<file path="src/rtl/ldio_pkg.sv">
// Shared constants and types for the logical-device I/O decoder.
// Assumes a byte-wide configuration data path.
package ldio_pkg;
    localparam logic [7:0] IDX_ENABLE = 8'h30;
    localparam logic [7:0] IDX_PROBE  = 8'h31;
    localparam logic [7:0] IDX_BASE0  = 8'h60;
    localparam logic [7:0] PROBE_SET  = 8'h55;
    localparam logic [7:0] PROBE_CLR  = 8'hAA;

    typedef struct packed {
        logic enable;
        logic probe_arm;
        logic probe_sel;
    } ldio_ctrl_t;
endpackage

</file>
<file path="src/rtl/ldio_cfg_regs.sv">
// Configuration register file: window bases, enable and probe control,
// written and read back through a byte-wide indexed port.
// Assumes 9 <= ADDR_W <= 16 so that a base spans exactly two bytes.
module ldio_cfg_regs
    import ldio_pkg::*;
#(
    parameter int NUM_RANGES = 8,
    parameter int ADDR_W     = 16
) (
    input  logic                              clk,
    input  logic                              rst_n,
    input  logic                              cfg_en,
    input  logic                              cfg_wr,
    input  logic [7:0]                        cfg_idx,
    input  logic [7:0]                        cfg_wdata,
    output logic [7:0]                        cfg_rdata,
    output logic [NUM_RANGES-1:0][ADDR_W-1:0] bases,
    output ldio_ctrl_t                        ctrl
);
    localparam int HI_W = ADDR_W - 8;

    logic wr_ok;
    assign wr_ok = cfg_en & cfg_wr;

    // Control bits: enable at the enable index, probe bits at the probe index.
    always_ff @(posedge clk) begin
        if (!rst_n) begin
            ctrl <= '0;
        end else if (wr_ok) begin
            if (cfg_idx == IDX_ENABLE) ctrl.enable <= cfg_wdata[0];
            if (cfg_idx == IDX_PROBE) begin
                ctrl.probe_arm <= cfg_wdata[1];
                ctrl.probe_sel <= cfg_wdata[0];
            end
        end
    end

    for (genvar g = 0; g < NUM_RANGES; g++) begin : g_base
        localparam logic [7:0] HI_IDX = IDX_BASE0 + 8'(2 * g);
        localparam logic [7:0] LO_IDX = IDX_BASE0 + 8'(2 * g + 1);
        // One window base: high byte and low byte written separately.
        always_ff @(posedge clk) begin
            if (!rst_n) begin
                bases[g] <= '0;
            end else if (wr_ok) begin
                if (cfg_idx == HI_IDX) bases[g][ADDR_W-1:8] <= cfg_wdata[HI_W-1:0];
                if (cfg_idx == LO_IDX) bases[g][7:0]        <= cfg_wdata;
            end
        end
    end

    // Read-back mux; unmapped indexes and closed access return zero.
    always_comb begin
        cfg_rdata = '0;
        if (cfg_en) begin
            if (cfg_idx == IDX_ENABLE) cfg_rdata = {7'b0, ctrl.enable};
            if (cfg_idx == IDX_PROBE)  cfg_rdata = {6'b0, ctrl.probe_arm, ctrl.probe_sel};
            for (int i = 0; i < NUM_RANGES; i++) begin
                if (cfg_idx == IDX_BASE0 + 8'(2 * i))
                    cfg_rdata = 8'(bases[i][ADDR_W-1:8]);
                if (cfg_idx == IDX_BASE0 + 8'(2 * i + 1))
                    cfg_rdata = bases[i][7:0];
            end
        end
    end

    // with access closed, no register moves.
    a_r2_closed_hold: assert property (@(posedge clk) disable iff (!rst_n)
        !cfg_en |=> ($stable(ctrl) && $stable(bases)));
    // upper bits of the enable register read zero.
    a_r4_enable_upper_zero: assert property (@(posedge clk) disable iff (!rst_n)
        (cfg_en && cfg_idx == IDX_ENABLE) |-> (cfg_rdata[7:1] == 7'd0));
    // upper bits of the probe register read zero.
    a_r5_probe_upper_zero: assert property (@(posedge clk) disable iff (!rst_n)
        (cfg_en && cfg_idx == IDX_PROBE) |-> (cfg_rdata[7:2] == 6'd0));
endmodule

</file>
<file path="src/rtl/ldio_range_match.sv">
// Window comparators: one per programmed base, each matching SPAN
// consecutive ports from its base without wrap; base zero disables it.
// Assumes SPAN_LOG2 < ADDR_W.
module ldio_range_match #(
    parameter int NUM_RANGES = 8,
    parameter int ADDR_W     = 16,
    parameter int SPAN_LOG2  = 3
) (
    input  logic [NUM_RANGES-1:0][ADDR_W-1:0] bases,
    input  logic [ADDR_W-1:0]                 addr,
    output logic [NUM_RANGES-1:0]             hit_vec,
    output logic                              any_hit
);
    for (genvar g = 0; g < NUM_RANGES; g++) begin : g_cmp
        logic [ADDR_W:0] diff;
        // Offset of the address from this base; the top bit flags a borrow.
        always_comb begin
            diff = {1'b0, addr} - {1'b0, bases[g]};
            hit_vec[g] = (bases[g] != '0) && !diff[ADDR_W]
                       && (diff[ADDR_W-1:SPAN_LOG2] == '0);
        end
    end

    assign any_hit = |hit_vec;
endmodule

</file>
<file path="src/rtl/ldio_respond.sv">
// Response stage: device select while enabled, fixed probe byte while
// disabled with the probe armed. Purely combinational.
module ldio_respond
    import ldio_pkg::*;
(
    input  logic       clk,
    input  logic       rst_n,
    input  ldio_ctrl_t ctrl,
    input  logic       any_hit,
    input  logic       bus_rd,
    input  logic       bus_wr,
    output logic       dev_sel,
    output logic [7:0] rd_data,
    output logic       rd_drive
);
    // Select and probe answer from the match and the control bits.
    always_comb begin
        dev_sel  = ctrl.enable && any_hit && (bus_rd || bus_wr);
        rd_drive = !ctrl.enable && ctrl.probe_arm && any_hit && bus_rd;
        rd_data  = rd_drive ? (ctrl.probe_sel ? PROBE_SET : PROBE_CLR) : 8'h00;
    end

    // select only for an enabled device on a live strobe.
    a_r8_sel_needs_enable: assert property (@(posedge clk) disable iff (!rst_n)
        dev_sel |-> (ctrl.enable && (bus_rd || bus_wr)));
    // no probe answer while the device is enabled.
    a_r10_no_probe_when_enabled: assert property (@(posedge clk) disable iff (!rst_n)
        ctrl.enable |-> !rd_drive);
    // probe answer only on reads, and only one of the two bytes.
    a_r9_probe_byte: assert property (@(posedge clk) disable iff (!rst_n)
        rd_drive |-> (bus_rd && (rd_data == PROBE_SET || rd_data == PROBE_CLR)));
    // data bus idle when not driving.
    a_r9_idle_zero: assert property (@(posedge clk) disable iff (!rst_n)
        !rd_drive |-> (rd_data == 8'h00));
endmodule

</file>
<file path="src/rtl/ldev_io_decode.sv">
// Top of the logical-device I/O decoder: register file, window
// comparators and response stage. Assumes cfg_en comes from card-level
// state logic and bus strobes are single-cycle qualified.
module ldev_io_decode
    import ldio_pkg::*;
#(
    parameter int NUM_RANGES = 8,
    parameter int ADDR_W     = 16,
    parameter int SPAN_LOG2  = 3
) (
    input  logic              clk,
    input  logic              rst_n,
    input  logic              cfg_en,
    input  logic              cfg_wr,
    input  logic [7:0]        cfg_idx,
    input  logic [7:0]        cfg_wdata,
    output logic [7:0]        cfg_rdata,
    input  logic [ADDR_W-1:0] bus_addr,
    input  logic              bus_rd,
    input  logic              bus_wr,
    output logic              dev_sel,
    output logic [7:0]        rd_data,
    output logic              rd_drive
);
    logic [NUM_RANGES-1:0][ADDR_W-1:0] bases;
    logic [NUM_RANGES-1:0]             hit_vec;
    logic                              any_hit;
    ldio_ctrl_t                        ctrl;

    ldio_cfg_regs #(.NUM_RANGES(NUM_RANGES), .ADDR_W(ADDR_W)) u_regs (
        .clk(clk), .rst_n(rst_n), .cfg_en(cfg_en), .cfg_wr(cfg_wr),
        .cfg_idx(cfg_idx), .cfg_wdata(cfg_wdata), .cfg_rdata(cfg_rdata),
        .bases(bases), .ctrl(ctrl)
    );

    ldio_range_match #(.NUM_RANGES(NUM_RANGES), .ADDR_W(ADDR_W),
                       .SPAN_LOG2(SPAN_LOG2)) u_match (
        .bases(bases), .addr(bus_addr), .hit_vec(hit_vec), .any_hit(any_hit)
    );

    ldio_respond u_resp (
        .clk(clk), .rst_n(rst_n), .ctrl(ctrl), .any_hit(any_hit),
        .bus_rd(bus_rd), .bus_wr(bus_wr), .dev_sel(dev_sel),
        .rd_data(rd_data), .rd_drive(rd_drive)
    );

    // select and probe answer are never both active.
    a_r10_exclusive: assert property (@(posedge clk) disable iff (!rst_n)
        !(dev_sel && rd_drive));
    // any response implies at least one window matched.
    a_r6_response_needs_hit: assert property (@(posedge clk) disable iff (!rst_n)
        (dev_sel || rd_drive) |-> $countones(hit_vec) > 0);
endmodule

</file>
<file path="config.mk">
export PLATFORM = sky130hd
export DESIGN_NAME = ldev_io_decode
export DESIGN_NICKNAME = d
export VERILOG_FILES = /design/src/rtl/ldio_pkg.sv /design/src/rtl/ldio_cfg_regs.sv /design/src/rtl/ldio_range_match.sv /design/src/rtl/ldio_respond.sv /design/src/rtl/ldev_io_decode.sv
export SDC_FILE = /design/constraint.sdc
export NUM_CORES = 1
export LEC_CHECK = 0
export CELL_PAD_IN_SITES_DETAIL_PLACEMENT = 0
export CELL_PAD_IN_SITES_GLOBAL_PLACEMENT = 1
export CORE_MARGIN = 1
export CORE_UTILIZATION = 43
export DETAILED_ROUTE_END_ITERATION = 7
export PLACE_DENSITY = 0.79
export SKIP_LAST_GASP = 1
export SYNTH_ARGS = -nofsm -noshare
export SYNTH_HDL_FRONTEND = slang
export SYNTH_SLANG_ARGS = --single-unit
</file>
<file path="constraint.sdc">
create_clock -name clk -period 5.2 [get_ports clk]
set_input_delay 1.3 -clock clk [delete_from_list [all_inputs] [get_ports clk]]
set_output_delay 1.3 -clock clk [all_outputs]
set_load 0.02 [all_outputs]
</file>
# Word-level counts from Yosys, hierarchy flattened
# Cells that the tools add are included.
word_totals:
  regBits: 131
  in_bits: 38
  word_cells: 133
classes:
  eq_ne: 18
  bitwise: 1
  reduce_logical: 66
  muxes: 21
  add_sub_neg: 8
ops:
  columns: ["op", "count"]
  rows:
  - ["2-to-1 mux 8 bit", 19]
  - ["subtractor 16 x 16 -> 17 bit", 8]
  - ["equality test 8 x 7 -> 1 bit (second input constant)", 16]
  - ["nonzero test 16 bit", 8]
  - ["zero test 13 bit", 8]
  - ["AND reduction 2 bit", 18]
  - ["logical AND 1 bit", 21]
  - ["equality test 8 x 6 -> 1 bit (second input constant)", 2]
  - ["zero test 1 bit", 9]
  - ["OR reduction 8 bit", 1]
  - ["2-to-1 mux 2 bit", 1]
  - ["bitwise AND 1 bit", 1]
  - ["logical OR 1 bit", 1]
  - ["2-to-1 mux 1 bit", 1]

# Logic depth before layout (Yosys ltp)
# Gate-level depths: netlist of the first run.
depth:
  ltp_word: 20
  depth_mapped: 12

# Cells and area by module
# From an unflattened synthesis of the first run, not the netlist that was laid out.
hier_totals:
  hier_cells: 1709
  hier_area_um2: 13276.5
by_module_without_submodules:
  columns: ["mod", "n_inst", "cells_per_inst", "area_each_um2"]
  rows:
  - ["ldio_cfg_regs", 1, 745, 6829.0]
  - ["ldio_range_match", 1, 954, 6368.6]
  - ["ldio_respond", 1, 10, 78.8]

# Worst setup path before layout of the first run
# OpenSTA, ideal clock, no wires.
synth_path:
  path_type: "input to output"
  start: "input bus_addr[3]"
  end: "output rd_data[2]"
  arrival_ps: 4102
  n_path_buf: 1
  path_stages: 11
  setup_slack_ps: -202
  cell_sequence: "ha_1 o211a_1 a211oi_2 a21oi_1 a21oi_2 mux2i_1 a2111o_1 nor4_1 a2111oi_4 a21oi_1 buf_4"
synth_via:
  elab_chain_len: 8
synth_lines:
  columns: ["item", "line_no", "source"]
  rows:
  - ["from (decl)", "ldev_io_decode.sv:18", "input logic [ADDR_W-1:0] bus_addr,"]
  - ["parallel branches: the longest is 4 deep, another holds subtractor 16 x 16 -> 17 bit", null, null]
  - ["OR reduction 8 bit (*)", "ldio_range_match.sv:24", "assign any_hit = |hit_vec;"]
  - ["logical AND 1 bit (*) (2 in series)", "ldio_respond.sv:19", "rd_drive = !ctrl.enable && ctrl.probe_arm && any_hit && bus_rd;"]
  - ["2-to-1 mux 8 bit (*)", "ldio_respond.sv:20", "rd_data = rd_drive ? (ctrl.probe_sel ? PROBE_SET : PROBE_CLR) : 8'h00;"]
  - ["to (decl)", "ldev_io_decode.sv:22", "output logic [7:0] rd_data,"]
# Mark *: on every way between the ends.

# Worst setup path in the final report of the first run
layout_path:
  start: "input bus_addr[2]"
  end: "output rd_data[5]"
# The elaborated chain is that of the path after synthesis.

==> qor.log, run 1 <==
[worst_setup_path] minimum setup slack among reg-to-reg paths 4380 ps
[timing] Final Critical Period 5530 ps
[floorplanning] io pins 56
[clock_tree] CTS Buffer Depth 2
[worst_setup_path] critical path startpoint category input pin
[yosys] number of flops mapped to enable cells by yosys 0
[place] routability congestion estimate 0.976
[floorplanning] die outline area 28700 sq um
[yosys] Synth Net Count 1660
[final_layout] Ant. Diodes 0
[global_route] number of global-route vias before repair 12.6k
[worst_setup_path] reg2reg start u_regs.bases[80]
[route] count of routing violations after the opening detailed-route iteration 1105
[final_layout] area growth from synthesis to final layout 39.0%
[floorplanning] effective utilization at floorplan 44.3%
[worst_setup_path] maximum fanout count along the critical path 8
[route] Post-route DRC 0
[global_route] global routing usage on met2 51.9%
[clock_tree] quantity of hold-fixing buffers added after cts 0
[route] detailed-router iteration count before antenna repair 6
[yosys] post-synth cell types 84
[timing] setup repair after global routing missed its margin true
[yosys] asr flop ratio synth 0%
[global_route] maximum number of pins on one net before global-route repair 60
[worst_setup_path] Data required, critical path 3900 ps
[power_and_ir_drop] power per cell area 179 nW/um^2
[floorplanning] width of the die 170 um
[run] count of maximum capacitance violations 0
[route] drt total wl 45400 um
[final_layout] multi-input gate area in the final layout 9490 sq um
[run_status] failing checks setup timing
[final_layout] most used cells in the layout excluding fill and tap cells 294 x sky130_fd_sc_hd__buf_4, 143 x sky130_fd_sc_hd__inv_1, 131 x sky130_fd_sc_hd__dfxtp_1, 121 x sky130_fd_sc_hd__nand2_1, 104 x sky130_fd_sc_hd__mux2i_1
[yosys] number of cells produced by synthesis 1502
[route] via count 12.8k
[clock_tree] insertion delay to the later sink of the worst-skew pair 430 ps
[timing] actual slew at the worst max-slew pin 1260 ps
[worst_setup_path] slowest CP cell sky130_fd_sc_hd__nor4_4
[final_layout] FILL cells 2380
[power_and_ir_drop] post-layout power 3.00 mW
[clock_tree] TritonCTS clock tree done
[power_and_ir_drop] cell leakage power 6.48 nW
[worst_setup_path] CP Buf/Inv Count 6
[timing] Final Slew Violations 0
[yosys] register bit count reported by yosys 131
[hold_path] hold path cells 2
[yosys] sequential fraction of the synthesis area 21.7%
[hold_path] path class of the lowest-slack min-delay path reg -> reg
[timing] final worst-path cycle share 106%
[yosys] post-synthesis average cell area 8.03 sq um
[hold_path] launch point of the worst hold path u_regs.bases[108]
[final_layout] Final #Nets 1987
[global_route] most heavily used metal layer in global routing met2
[hold_path] hold worst-path end u_regs.bases[108]
[clock_tree] number of H-tree branching levels 4
[final_layout] sequential cell area 2620 sq um
[final_layout] fraction of final layout cells with drive strength greater than 1 29.1%
[worst_setup_path] crit end category output port
[global_route] global-route wire length before repair 69600 um
[floorplanning] height of the die 170 um
[timing] clock skew 0 ps
[clock_tree] CTS root buf sky130_fd_sc_hd__clkbuf_16
[worst_setup_path] critical path arrival 4230 ps
[power_and_ir_drop] IR drop worst, VDD 0.000168 V
[clock_tree] clk slew on worst S/H paths 60 ps
[global_route] antenna violations before repair 0
[global_route] all-layer global routing usage 31.7%
[clock_tree] Inserted Clock Buffers 17
[timing] Setup Viol. Count Final 10
[clock_tree] clock sink count 131
[timing] Hold Vio Cnt, Final 0
[route] via density per instance 5.80
[timing] setup slack of the critical path after layout -331 ps
[yosys] Post-Syn Area 12100 sq um
[route] number of nets with antenna violations after routing 0
[timing] worst slew margin relative to its limit 15.5%
[final_layout] most common library cell in the layout ignoring fill and taps sky130_fd_sc_hd__buf_4
[floorplanning] number of rows in the core area 60
[yosys] number of synthesis warnings 0
[run_status] run status finished, violations left
[yosys] most used flip-flop cell after synthesis sky130_fd_sc_hd__dfxtp_1
[worst_setup_path] worst setup path class in -> out
[global_route] met3 layer usage reported by global route 4.62%
[worst_setup_path] stage delay of the slowest cell on the critical path 430 ps
[floorplanning] standard cell core area 27300 sq um
[global_route] met1 Usage GRT 40.6%
[worst_setup_path] critical path, cell by cell buf_2, buf_12, ha_1, buf_4, a31oi_4, buf_4, a211o_1, a22oi_2, a31oi_1, mux2i_1, nor4_4, a2111oi_4, buf_6, a21oi_4, buf_6
[global_route] GR Overflow Total 0
[timing] fmax 0.181 GHz
[worst_setup_path] worst r2r path cells 2
[place] count of buffers from port buffering 55
[route] average wire per standard cell 20.5 um
[place] detailed placer's ending HPWL 33900 um
[timing] worst slack on hold paths 484 ps
[worst_setup_path] Critical R2R Capture u_regs.bases[80]
[worst_setup_path] family with the most delay on the worst path compound AO/OA/AOI/OAI gates
==> through the flow <==
step / setup slack (ps) / util [%] / std cells / setup TNS (ps) / cell area [sq um]
2_1_floorplan: 3.63 / - / 1502 / 0 / 12100
4_1_cts: -259 / 61.0 / 2211 / -2250 / 16600
5_1_grt: -392 / 61.5 / 2214 / -3680 / 16800
6_report: -331 / 61.5 / 2214 / -3040 / 16800
3_3_place_gp: -1200 / 55.8 / 2161 / -12650 / 15200
3_5_place_dp: -1250 / 55.8 / 2161 / -13160 / 15200
==> synth_stat cells, types with 41 or more instances <==
library cell / n / share of area, %
sky130_fd_sc_hd__dfxtp_1: 131 / 22
sky130_fd_sc_hd__nor2b_1: 95 / 4.9
sky130_fd_sc_hd__clkbuf_1: 41 / 1.3
sky130_fd_sc_hd__nor2_1: 68 / 2.1
sky130_fd_sc_hd__o21ai_0: 69 / 2.9
sky130_fd_sc_hd__mux2i_1: 104 / 8.6
sky130_fd_sc_hd__a21boi_0: 51 / 3.2
sky130_fd_sc_hd__nor4_1: 44 / 2.3
sky130_fd_sc_hd__ha_1: 120 / 12
sky130_fd_sc_hd__nand3_1: 61 / 2.5
sky130_fd_sc_hd__a21oi_1: 58 / 2.4
sky130_fd_sc_hd__nand2_1: 125 / 3.9
sky130_fd_sc_hd__inv_1: 143 / 4.4
==> layer usage <==
| layer | vias to the layer above | wire length, um |
|---|---|---|
| li1 | 6139 | - |
| met1 | 6091 | 19300 |
| met2 | 497 | 20600 |
| met3 | 119 | 3100 |
| met4 | 0 | 2330 |
| met5 | - | 0 |
==> cell type report <==
class                      count  share of cell area [%]
clock buffer                  18                    2.56
tap                          372                    2.78
multi-input combinational   1165                    56.6
inverter                     143                    3.20
sequential                   131                    15.6
timing repair buffer         371                    18.3
clock inverter                14                   0.918
==> registers in the layout, indices dropped and copies added, names as in the netlist <==
name and count:
u_regs.bases 128, u_regs.ctrl 3
==> worst max-delay path by stage <==
stage,startpoint,endpoint,depth (start not counted)
after floorplan,bus_addr[7],rd_data[2],11
after global placement,bus_addr[13],rd_data[3],14
after detailed placement,bus_addr[3],rd_data[5],16
after CTS,bus_addr[12],rd_data[6],14
after global routing,bus_addr[2],rd_data[3],15
final,bus_addr[2],rd_data[5],15
==> cell families after synthesis <==
family,synth area share [%]
adders and majority gates,12.4
AOI/OAI and AO/OA,22.1
and+or+nand+nor,23.2
muxes,11.8
buffers and inverters,6.64
xor gates and xnor gates,2.10
DFF,21.7
==> repair_timing <==
| action | CTS | global route |
|---|---|---|
| resized for setup | 245 | 38 |
| buffers inserted | 20 | 3 |
| cloned | 0 | 0 |
| pin swaps | 82 | 13 |
| setup endpoints to repair | 14 | 17 |
==> where the power goes <==
| part | leakage (nW) | switching (mW) | total [mW] | internal, mW |
|---|---|---|---|---|
| registers | 1.05 | 0.000863 | 1.00 | 1.00 |
| logic | 5.14 | 0.397 | 0.779 | 0.382 |
| clock network | 0.278 | 0.503 | 1.21 | 0.711 |
| total | 6.48 | 0.902 | 3.00 | 2.10 |
==> worst reg2reg max path, delay by kind of cell, from the launching register on <==
family | cells | cell delay (ps)
muxes | 1 | 120
and+or+nand+nor | 1 | 160
DFF | 1 | 480
No activity file was read; power rests on OpenSTA's default activity.
==> inputs of run 2 (changes only) <==
--- a/config.mk
+++ b/config.mk
@@ -5,13 +5,15 @@
 export SDC_FILE = /design/constraint.sdc
 export NUM_CORES = 1
 export LEC_CHECK = 0
+export ABC_AREA = 1
 export CELL_PAD_IN_SITES_DETAIL_PLACEMENT = 0
 export CELL_PAD_IN_SITES_GLOBAL_PLACEMENT = 1
 export CORE_MARGIN = 1
-export CORE_UTILIZATION = 43
+export CORE_UTILIZATION = 39
 export DETAILED_ROUTE_END_ITERATION = 7
 export PLACE_DENSITY = 0.79
 export SKIP_LAST_GASP = 1
 export SYNTH_ARGS = -nofsm -noshare
 export SYNTH_HDL_FRONTEND = slang
+export SYNTH_HIERARCHICAL = 1
 export SYNTH_SLANG_ARGS = --single-unit
==> run 2 against run 1 <==
  * The run now ends clean
  * Worst setup slack improved by 390 ps
  * Global-route usage decreased by 2.8 points
  * Non-clock buffer count decreased by 29
  * Routed wire length grew 27%
  * Register-to-register slack barely moved
  * Sequential share of layout area down 3.1 points
  * Critical path type unchanged
  * Largest cell class unchanged
==> qor.log, run 2 <==
[run_status] run status finished, final reports clean
[worst_setup_path] crit end category output port
[place] post-detailed-placement cell area 18000 sq um [+18%]
[timing] actual slew at the worst max-slew pin 1050 ps [-210 ps]
[timing] Final Slew Violations 0 [unchanged]
[floorplanning] io pins 56 [unchanged]
[yosys] post-synthesis average cell area 5.39 sq um [-33%]
[final_layout] area growth from synthesis to final layout 40.3%
[final_layout] largest registers ranked by flip-flop count u_regs/bases (128), u_regs/ctrl (3)
[route] count of routing violations after the opening detailed-route iteration 1487 [+35%]
[timing] fmax 0.195 GHz [+7.6%]
[clock_tree] clock sink count 131 [unchanged]
[timing] worst slack on hold paths 471 ps [-12.4 ps]
[timing] clock skew 0 ps [unchanged]
[place] detailed placer's ending HPWL 43000 um [+27%]
[final_layout] most common library cell in the layout ignoring fill and taps sky130_fd_sc_hd__nand2_1
[yosys] Synth Net Count 2924 [+76%]
[route] via count 18.3k [+43%]
[timing] post-route setup TNS 0 ps [+3040 ps]
[yosys] number of cells produced by synthesis 2766 [+84%]
[clock_tree] insertion delay to the later sink of the worst-skew pair 430 ps [about the same]
[worst_setup_path] most used cell along the critical path sky130_fd_sc_hd__nand2_1
[hold_path] hold path cells 2 [unchanged]
[floorplanning] width of the die 198 um [+17%]
[clock_tree] CTS root buf sky130_fd_sc_hd__clkbuf_16
[clock_tree] Inserted Clock Buffers 17 [unchanged]
[route] average wire per standard cell 16.0 um [-22%]
[hold_path] path class of the lowest-slack min-delay path reg -> reg
[yosys] number of synthesis warnings 6 [+6]
[floorplanning] height of the die 198 um [+17%]
[timing] Hold Vio Cnt, Final 0 [unchanged]
[timing] worst slew margin relative to its limit 29.5% [+14 points]
[run] count of maximum capacitance violations 0 [unchanged]
[floorplanning] die outline area 39000 sq um [+36%]
[route] drt total wl 57700 um [+27%]
[power_and_ir_drop] cell leakage power 10.2 nW [+57%]
[route] detailed-router iteration count before antenna repair 6 [unchanged]
[hold_path] hold worst-path end u_regs/bases[97]
[worst_setup_path] stage delay of the slowest cell on the critical path 480 ps [+50 ps]
[final_layout] most used cells in the layout excluding fill and tap cells 818 x sky130_fd_sc_hd__nand2_1, 546 x sky130_fd_sc_hd__inv_1, 252 x sky130_fd_sc_hd__buf_4, 218 x sky130_fd_sc_hd__nand3_1, 198 x sky130_fd_sc_hd__a21oi_1
[worst_setup_path] Critical R2R Capture u_regs/bases[79]
[timing] Final Critical Period 5140 ps [-391 ps]
[clock_tree] clk slew on worst S/H paths 60 ps [about the same]
[final_layout] fraction of final layout cells with drive strength greater than 1 23.9% [-5.2 points]
[worst_setup_path] slowest CP cell sky130_fd_sc_hd__clkdlybuf4s50_1
[global_route] global-route wire length before repair 88400 um [+27%]
[clock_tree] CTS Buffer Depth 2 [unchanged]
[global_route] number of global-route vias before repair 16.9k [+35%]
[floorplanning] effective utilization at floorplan 39.6% [-4.7 points]
[final_layout] post-route standard cell area excluding fillers 20900 sq um [+25%]
[global_route] GR Overflow Total 0 [unchanged]
[worst_setup_path] minimum setup slack among reg-to-reg paths 4380 ps [about the same]
[worst_setup_path] maximum fanout count along the critical path 6 [-2]
[route] via density per instance 5.09 [-12%]
[place] count of buffers from port buffering 55 [unchanged]
[power_and_ir_drop] power per cell area 153 nW/um^2 [-14%]
[route] Post-route DRC 0 [unchanged]
[global_route] all-layer global routing usage 28.9% [-2.8 points]
[worst_setup_path] Data required, critical path 3900 ps [about the same]
[power_and_ir_drop] IR drop worst, VDD 0.000197 V [+18%]
[yosys] Post-Syn Area 14900 sq um [+24%]
[final_layout] Largest Register u_regs/bases
[worst_setup_path] reg2reg start u_regs/bases[79]
[final_layout] Final #Nets 3231 [+63%]
[worst_setup_path] worst setup path class in -> out
[route] number of nets with antenna violations after routing 0 [unchanged]
[floorplanning] number of rows in the core area 71 [+18%]
[worst_setup_path] critical path arrival 3840 ps [-390 ps]
[worst_setup_path] critical path startpoint category input pin
[global_route] antenna violations before repair 1 [+1]
[timing] Setup Viol. Count Final 0 [-10]
[floorplanning] standard cell core area 37700 sq um [+38%]
[clock_tree] TritonCTS clock tree done
[place] routability congestion estimate 0.952 [-2.4%]
[timing] final worst-path cycle share 98.9% [-7.5 points]
[final_layout] Largest register FFs 128 [unchanged]
[global_route] maximum number of pins on one net before global-route repair 76 [+27%]
[worst_setup_path] worst r2r path cells 2 [unchanged]
[clock_tree] number of H-tree branching levels 4 [unchanged]
[final_layout] FILL cells 3817 [+60%]
[hold_path] launch point of the worst hold path u_regs/bases[97]
[worst_setup_path] critical path, cell by cell clkdlybuf4s50_1, inv_1, nand2_2, nor2_8, nand2_1, inv_2, nand2_1, nand3_1, nand2_1, nand2_1, nand2_1, nand4_1, nor2_1, nand4_1, nand2_1, nand3_1, nand2_1, inv_1, dlygate4sd2_1
## run 2: area by class of cell
| cell class | instances | area [sq um] | area share (%) |
|---|---|---|---|
| multi-input combinational | 1994 | 11900 | 56.7 |
| clock inverter | 13 | 115 | 0.550 |
| clock buffer | 18 | 429 | 2.05 |
| sequential | 131 | 2620 | 12.5 |
| antenna | 1 | 2.50 | 0.0120 |
| timing repair buffer | 342 | 3050 | 14.6 |
| tap | 511 | 639 | 3.06 |
| inverter | 587 | 2200 | 10.5 |
## run 2: power breakdown
group / internal (mW) / switching (mW) / total (mW)
sequential: 1.00 / 0.000982 / 1.01
combinational: 0.464 / 0.615 / 1.08
clock: 0.651 / 0.473 / 1.12
## run 2: worst max-delay path by stage
| stage | from | to | slack, ps | cells after the start |
|---|---|---|---|---|
| 2_1_floorplan | bus_addr[2] | rd_data[2] | 290 | 19 |
| 3_3_place_gp | bus_addr[9] | rd_data[0] | -1180 | 21 |
| 3_5_place_dp | bus_addr[4] | rd_data[1] | -1220 | 23 |
| 4_1_cts | cfg_idx[3] | cfg_rdata[2] | -120 | 15 |
| 5_1_grt | bus_addr[1] | rd_data[4] | -40 | 24 |
| 6_report | cfg_idx[4] | cfg_rdata[6] | 60 | 19 |
## run 2: metrics by stage
stage / util (%) / std cells / worst slack [ps] / total power [mW]
after floorplan: - / 2766 / 288 / 1.53
after global placement: 47.7 / 3527 / -1180 / 1.90
after detailed placement: 47.7 / 3527 / -1220 / 1.91
after CTS: 53.3 / 3584 / -117 / 3.13
after global routing: 55.5 / 3597 / -35.5 / 3.37
final: 55.5 / 3597 / 59.3 / 3.21
## run 2: routing by layer
metal / vias up / track usage [%] / share of wire, % / wire (um)
met3: 98 / 2.60 / 6.1 / 3510
met5: - / 0 / 0 / 0
met2: 631 / 49.0 / 47 / 27100
met4: 0 / 12.0 / 3.4 / 1970
li1: 9248 / - / - / -
met1: 8338 / 37.3 / 44 / 25100
## run 2: repair_timing
action / 4_1_cts / 5_1_grt
pin swaps: 86 / 111
endpoints found under the hold margin: 0 / 0
setup buffers: 26 / 13
hold buffers: 0 / 0
endpoints found under the setup margin: 18 / 18
gates resized for setup: 337 / 189
## run 2: worst max-delay path, delay by kind of cell
family,cells,cell delay [ps]
buffers and inverters,5,970
AND/OR/NAND/NOR,14,1560
